### src/rtl/ecc_inj_pkg.sv
package ecc_inj_pkg;
  localparam int REG_W    = 32;
  localparam int RA_W     = 4;
  localparam int N_FIELDS = 6;
  localparam int ANY_BIT  = 31;

  localparam logic [RA_W-1:0] RA_SECT  = 4'd6;
  localparam logic [RA_W-1:0] RA_KIND  = 4'd7;
  localparam logic [RA_W-1:0] RA_ARM   = 4'd8;
  localparam logic [RA_W-1:0] RA_MASK0 = 4'd9;

  localparam int KB_REPEAT = 0;
  localparam int KB_DATA   = 1;
  localparam int KB_PAR    = 2;

  typedef logic [REG_W-1:0]   word_t;
  typedef logic [ANY_BIT-1:0] fval_t;
endpackage

### src/rtl/inj_regfile.sv
module inj_regfile
  import ecc_inj_pkg::*;
#(
  parameter int DIMM_W = 2,
  parameter int RANK_W = 2,
  parameter int CHAN_W = 2,
  parameter int BANK_W = 4,
  parameter int PAGE_W = 16,
  parameter int COL_W  = 12,
  parameter int SEC_W  = 72
) (
  input  logic             clk,
  input  logic             rst,
  input  logic             cfg_we,
  input  logic [RA_W-1:0]  cfg_addr,
  input  word_t            cfg_wdata,
  input  logic             fire,
  output word_t            match_q [N_FIELDS],
  output logic [SEC_W-1:0] mask,
  output logic [1:0]       sect,
  output logic [2:0]       kind,
  output logic             armed,
  output word_t            cfg_rdata
);
  localparam int MASK_REGS = (SEC_W + REG_W - 1) / REG_W;
  localparam int FW [N_FIELDS] = '{DIMM_W, RANK_W, CHAN_W, BANK_W, PAGE_W, COL_W};

  function automatic word_t keep_of(input int w);
    return word_t'((64'd1 << w) - 64'd1) | (word_t'(1) << ANY_BIT);
  endfunction

  word_t rd_next;

  always_ff @(posedge clk) begin
    if (rst) begin
      for (int i = 0; i < N_FIELDS; i++) match_q[i] <= word_t'(1) << ANY_BIT;
      mask  <= '0;
      sect  <= '0;
      kind  <= '0;
      armed <= 1'b0;
    end else begin
      for (int i = 0; i < N_FIELDS; i++)
        if (cfg_we && cfg_addr == RA_W'(i)) match_q[i] <= cfg_wdata & keep_of(FW[i]);
      for (int k = 0; k < MASK_REGS; k++)
        for (int b = 0; b < REG_W; b++)
          if (cfg_we && cfg_addr == RA_MASK0 + RA_W'(k) && (k * REG_W + b) < SEC_W)
            mask[k*REG_W+b] <= cfg_wdata[b];
      if (cfg_we && cfg_addr == RA_SECT) sect <= cfg_wdata[1:0];
      if (cfg_we && cfg_addr == RA_KIND) kind <= cfg_wdata[2:0];
      // an explicit arm write outranks the one-shot disarm
      if (cfg_we && cfg_addr == RA_ARM) armed <= |cfg_wdata;
      else if (fire && !kind[KB_REPEAT]) armed <= 1'b0;
    end
  end

  always_comb begin
    rd_next = '0;
    for (int i = 0; i < N_FIELDS; i++)
      if (cfg_addr == RA_W'(i)) rd_next = match_q[i];
    if (cfg_addr == RA_SECT) rd_next = word_t'(sect);
    if (cfg_addr == RA_KIND) rd_next = word_t'(kind);
    if (cfg_addr == RA_ARM)  rd_next = word_t'(armed);
    for (int k = 0; k < MASK_REGS; k++)
      if (cfg_addr == RA_MASK0 + RA_W'(k))
        for (int b = 0; b < REG_W; b++)
          if ((k * REG_W + b) < SEC_W) rd_next[b] = mask[k*REG_W+b];
  end

  always_ff @(posedge clk) begin
    if (rst) cfg_rdata <= '0;
    else     cfg_rdata <= rd_next;
  end
endmodule

### src/rtl/inj_addr_match.sv
module inj_addr_match
  import ecc_inj_pkg::*;
(
  input  word_t match_q [N_FIELDS],
  input  fval_t req_f   [N_FIELDS],
  output logic  hit
);
  logic [N_FIELDS-1:0] fld_ok;

  generate
    for (genvar i = 0; i < N_FIELDS; i++) begin : g_fld
      assign fld_ok[i] = match_q[i][ANY_BIT] | (match_q[i][ANY_BIT-1:0] == req_f[i]);
    end
  endgenerate

  assign hit = &fld_ok;
endmodule

### src/rtl/inj_corrupt.sv
module inj_corrupt #(
  parameter int SEC_W   = 72,
  parameter int COUNT_W = 8
) (
  input  logic               clk,
  input  logic               rst,
  input  logic               wr_valid,
  input  logic [2*SEC_W-1:0] wr_code,
  input  logic               wr_par,
  input  logic               fire,
  input  logic               flip_data,
  input  logic               flip_par,
  input  logic [1:0]         sect,
  input  logic [SEC_W-1:0]   mask,
  output logic               out_valid,
  output logic [2*SEC_W-1:0] out_code,
  output logic               out_par,
  output logic               inj_pulse,
  output logic [COUNT_W-1:0] inj_count
);
  localparam logic [COUNT_W-1:0] CNT_MAX = '1;

  logic [2*SEC_W-1:0] flip_vec;

  generate
    for (genvar s = 0; s < 2; s++) begin : g_sec
      assign flip_vec[s*SEC_W +: SEC_W] = (flip_data && sect[s]) ? mask : '0;
    end
  endgenerate

  always_ff @(posedge clk) begin
    if (rst) begin
      out_valid <= 1'b0;
      out_code  <= '0;
      out_par   <= 1'b0;
      inj_pulse <= 1'b0;
      inj_count <= '0;
    end else begin
      out_valid <= wr_valid;
      out_code  <= wr_code ^ flip_vec;
      out_par   <= wr_par ^ flip_par;
      inj_pulse <= fire;
      if (fire && inj_count != CNT_MAX) inj_count <= inj_count + 1'b1;
    end
  end
endmodule

### src/rtl/ecc_inject_unit.sv
module ecc_inject_unit
  import ecc_inj_pkg::*;
#(
  parameter int DIMM_W  = 2,
  parameter int RANK_W  = 2,
  parameter int CHAN_W  = 2,
  parameter int BANK_W  = 4,
  parameter int PAGE_W  = 16,
  parameter int COL_W   = 12,
  parameter int SEC_W   = 72,
  parameter int COUNT_W = 8
) (
  input  logic               clk,
  input  logic               rst,
  input  logic               cfg_we,
  input  logic [3:0]         cfg_addr,
  input  logic [31:0]        cfg_wdata,
  output logic [31:0]        cfg_rdata,
  input  logic               wr_valid,
  input  logic [DIMM_W-1:0]  wr_dimm,
  input  logic [RANK_W-1:0]  wr_rank,
  input  logic [CHAN_W-1:0]  wr_chan,
  input  logic [BANK_W-1:0]  wr_bank,
  input  logic [PAGE_W-1:0]  wr_page,
  input  logic [COL_W-1:0]   wr_col,
  input  logic [2*SEC_W-1:0] wr_code,
  input  logic               wr_par,
  output logic               out_valid,
  output logic [2*SEC_W-1:0] out_code,
  output logic               out_par,
  output logic               inj_pulse,
  output logic [COUNT_W-1:0] inj_count
);
  word_t            match_q [N_FIELDS];
  fval_t            req_f   [N_FIELDS];
  logic [SEC_W-1:0] mask;
  logic [1:0]       sect;
  logic [2:0]       kind;
  logic             armed;
  logic             hit;
  logic             fire;

  assign req_f[0] = fval_t'(wr_dimm);
  assign req_f[1] = fval_t'(wr_rank);
  assign req_f[2] = fval_t'(wr_chan);
  assign req_f[3] = fval_t'(wr_bank);
  assign req_f[4] = fval_t'(wr_page);
  assign req_f[5] = fval_t'(wr_col);

  assign fire = wr_valid && armed && hit && (kind[KB_DATA] || kind[KB_PAR]);

  inj_regfile #(
    .DIMM_W(DIMM_W), .RANK_W(RANK_W), .CHAN_W(CHAN_W),
    .BANK_W(BANK_W), .PAGE_W(PAGE_W), .COL_W(COL_W), .SEC_W(SEC_W)
  ) regs_i (
    .clk(clk), .rst(rst), .cfg_we(cfg_we), .cfg_addr(cfg_addr),
    .cfg_wdata(cfg_wdata), .fire(fire), .match_q(match_q), .mask(mask),
    .sect(sect), .kind(kind), .armed(armed), .cfg_rdata(cfg_rdata)
  );

  inj_addr_match match_i (
    .match_q(match_q), .req_f(req_f), .hit(hit)
  );

  inj_corrupt #(.SEC_W(SEC_W), .COUNT_W(COUNT_W)) corrupt_i (
    .clk(clk), .rst(rst), .wr_valid(wr_valid), .wr_code(wr_code),
    .wr_par(wr_par), .fire(fire), .flip_data(fire && kind[KB_DATA]),
    .flip_par(fire && kind[KB_PAR]), .sect(sect), .mask(mask),
    .out_valid(out_valid), .out_code(out_code), .out_par(out_par),
    .inj_pulse(inj_pulse), .inj_count(inj_count)
  );
endmodule

### config.mk
export PLATFORM = sky130hd
export DESIGN_NAME = ecc_inject_unit
export DESIGN_NICKNAME = d
export VERILOG_FILES = /design/src/rtl/ecc_inj_pkg.sv /design/src/rtl/inj_regfile.sv /design/src/rtl/inj_addr_match.sv /design/src/rtl/inj_corrupt.sv /design/src/rtl/ecc_inject_unit.sv
export SDC_FILE = /design/constraint.sdc
export NUM_CORES = 1
export LEC_CHECK = 0
export BUFFER_PORTS_ARGS = -buffer_cell sky130_fd_sc_hd__buf_2
export CAP_MARGIN = 20
export CORE_AREA = 2 2 157 159
export DETAILED_ROUTE_END_ITERATION = 6
export DIE_AREA = 0 0 159 161
export GPL_ROUTABILITY_DRIVEN = 1
export GPL_TIMING_DRIVEN = 0
export MAX_ROUTING_LAYER = met4
export PLACE_DENSITY_LB_ADDON = 0.05
export SETUP_SLACK_MARGIN = 0.15
export SYNTH_ARGS = -nofsm -noshare
export SYNTH_HDL_FRONTEND = slang
export SYNTH_SLANG_ARGS = --single-unit
### constraint.sdc
create_clock -name clk -period 6.1 [get_ports clk]
set_input_delay 0.305 -clock clk [delete_from_list [all_inputs] [get_ports clk]]
set_output_delay 0.305 -clock clk [all_outputs]
set_load 0.03 [all_outputs]
==> out/qor.yml <==
run_status:
  outcome: "finished clean"
route:
  post-route-drc-count: 0
  vias: 14100
  wl_met3_mm: 4.41
  ant_nets: 0
  route.final.wire_length_mm: 50.5
  met2_length_mm: 23.8
  top_layer_used: "met4"
  wl_per_cell_um: 20.8
  drt-pass1-iter-count: 6
  vias_per_cell: 5.82
  drtIter0Drc: 1648
  met1_length_mm: 19.8
die:
  die_h_um: 161
  start_util_pct: 54.2
  die_x_um: 159
  coreArea_mm2: 0.0240
  die-area_mm2: 0.0256
  io_pins: 410
  fp-row-count: 57
sta:
  fmax_ghz: 0.296
  setup_viol: 0
  min_period_ps: 3380
  fin_setup_tns_ps: 0
  fin_skew_ps: 14.2
  max_slew_margin_pct: 32.2
  period_share_pct: 55.4
  rsz0062_at_grt: "false"
  hold_viol: 0
  tightest_slew_ps: 1020
  drv_slew: 0
clock_tree:
  cts_buffer_depth: 3
  htreeDepth: 2
  cts.sink_count: 309
  cts_buffers: 34
  cts_setup_buffers: 0
  cts_tree: "yes"
  cts_hold_buffers: 0
  cts_root_buffer: "clkbuf_16"
  clk_pin_slew_ps: 60
  post_cts_resized: 0
  insertion_delay_ps: 520
logic_synthesis:
  synth_top_cell_area_share_pct: 47.6
  syn_avg_cell_area_um2: 7.99
  ys_seq_area_share_pct: 47.6
  netlist_instances: 1626
  syn_nets: 1850
  yosysUniqueCellTypes: 46
  yosys.cell_count.top_type: "dfxtp_1"
  synth_edf_count: 0
  synthTopCellsByArea: "dfxtp_1 48%, a21oi_1 10%, nand2_1 8.1%, or3_1 7.1%, o21ai_0 5.7%"
  async_reset_ff_share_pct: 0
  yosysWarnings: 0
  synth_flop_cell: "dfxtp_1"
  ys_ff_latch: 309
  synth_area_leader_cell: "dfxtp_1"
  ys_top_cells_by_count: "309 x dfxtp_1, 279 x nand2_1, 264 x a21oi_1"
  syn_area_mm2: 0.0130
finish:
  drive_gt1_share_pct: 23.0
  fill_cells: 2086
  final_util_pct: 69.4
  nets: 2291
  synthToLayoutAreaGrowth_pct: 27.9
worst_setup_path:
  crit_buf_inv: 4
  worst_ep_required_time_ps: 6480
  cp-end-kind: "register"
  max_stage_delay_ps: 560
  path_class: "reg2reg"
  worstPathMaxFanout: 10
  cp_cell_sequence: "xnor2_1 > a21oi_1 > or4_1 > or4_1 > buf_2 > buf_6 > buf_6 > clkbuf_2 > or3_1 > a21oi_1"
  cp.arrival_ps: 3760
  cp_top_family: "simple AND/OR/NAND/NOR gates"
  cp-start-kind: "register"
  slowest_stage: "or4_1"
global_route:
  overflow: 0
  grt_start_max_net_pins: 14
  grt_pass1_vias: 13200
  grt_pass1_wl_mm: 75.6
  grtUsageTotal_pct: 39.1
  antenna_found_initial: 12
min_path:
  min_path_type: "in2reg"
pwr:
  total_power_uw: 4680
  max-vdd-ir-drop_mv: 0.213
  leakagePower_uw: 0.00639
  powerDensity_mw_per_mm2: 281
placement:
  hpwl_mm: 38.1
  gp_congestion: 1.01
  io_buffers: 405
run:
  maxCapViolCount: 0
where the power goes:
group | internal (uW) | switching (uW) | total, uW
logic | 141 | 300 | 442
clock network | 1300 | 824 | 2130
registers | 2080 | 29.5 | 2110
per-layer routing:
layer,vias to the layer above,global-route usage (%)
li1,6626,-
met1,6552,49.0
met2,806,63.1
met3,150,5.80
met4,0,17.1
met5,-,-
cells by family (layout without fill, tap and decap cells):
group | count (synthesis) | after routing | synth area share [%]
AOI/OAI and AO/OA | 482 | 482 | 20.1
other | 0 | 12 | 0
muxes | 22 | 22 | 2.02
DFF | 309 | 309 | 47.6
adders and majority gates | 1 | 1 | 0.0963
xor gates and xnor gates | 38 | 38 | 2.56
buffers and inverters | 141 | 608 | 4.38
and+or+nand+nor | 633 | 633 | 23.2
cell type report:
| class | instances | area [um^2] | area share [%] |
|---|---|---|---|
| sequential | 309 | 6190 | 37.2 |
| buffer | 135 | 547 | 3.29 |
| timing repair buffer | 405 | 2030 | 12.2 |
| clock inverter | 5 | 75.1 | 0.452 |
| tap | 324 | 405 | 2.44 |
| multi-input combinational | 1176 | 6240 | 37.5 |
| antenna | 12 | 30.0 | 0.181 |
| clock buffer | 57 | 1090 | 6.56 |
| inverter | 6 | 22.5 | 0.135 |
metrics by stage:
stage | instance area (um^2) | worst slack, ps | cells | hold slack [ps]
6_report | 16600 | 2720 | 2429 | 54.5
3_3_place_gp | 15400 | 2790 | 2355 | 473
2_1_floorplan | 13000 | 3470 | 1626 | 423
5_1_grt | 16600 | 2640 | 2429 | 46.1
4_1_cts | 16600 | 2770 | 2417 | 42.4
3_5_place_dp | 15400 | 2740 | 2355 | 481
flip-flops by register name, indices dropped and copies added, names as in the netlist:
signal	cells
regs_i.cfg_rdata	32
corrupt_i.inj_pulse	1
corrupt_i.inj_count	8
regs_i.kind	3
regs_i.armed	1
corrupt_i.out_code	144
regs_i.sect	2
corrupt_i.out_valid	1
corrupt_i.out_par	1
regs_i.match_q	44
regs_i.mask	72
worst reg2reg max path: stages, from the launching register on:
cell and delay [ps]:
dfxtp_1 380, xnor2_1 150, a21oi_1 80, or4_1 560
or4_1 490, buf_2 280, buf_6 230, buf_6 170
clkbuf_2 190, or3_1 370, a21oi_1 350
placed cells by master, fill, tap and decap left out, types with 6 or more instances in the layout:
cell type	count
clkbuf_2	13
o21ai_0	149
nor4_1	16
buf_2	406
xnor2_1	10
clkbuf_8	9
mux2i_1	15
diode_2	12
nor2_1	51
a21oi_1	264
nand2_1	279
and3_1	8
inv_1	6
a22oi_1	34
dfxtp_1	309
or3_1	147
clkbuf_1	128
nand3_1	100
xor2_1	28
nor2b_1	8
clkbuf_16	37
final timing paths:
path                            start                      to  slack [ps]  cells after the start
hold / removal          cfg_wdata[23]         regs_i.mask[23]          50                      3
setup / recovery  regs_i.match_q[129]  corrupt_i.out_code[37]        2720                     10
hold reg to reg    regs_i.match_q[43]      regs_i.match_q[43]         490                      2
setup reg to reg  regs_i.match_q[129]  corrupt_i.out_code[37]        2720                     10
(Power assumes the default switching activity.)
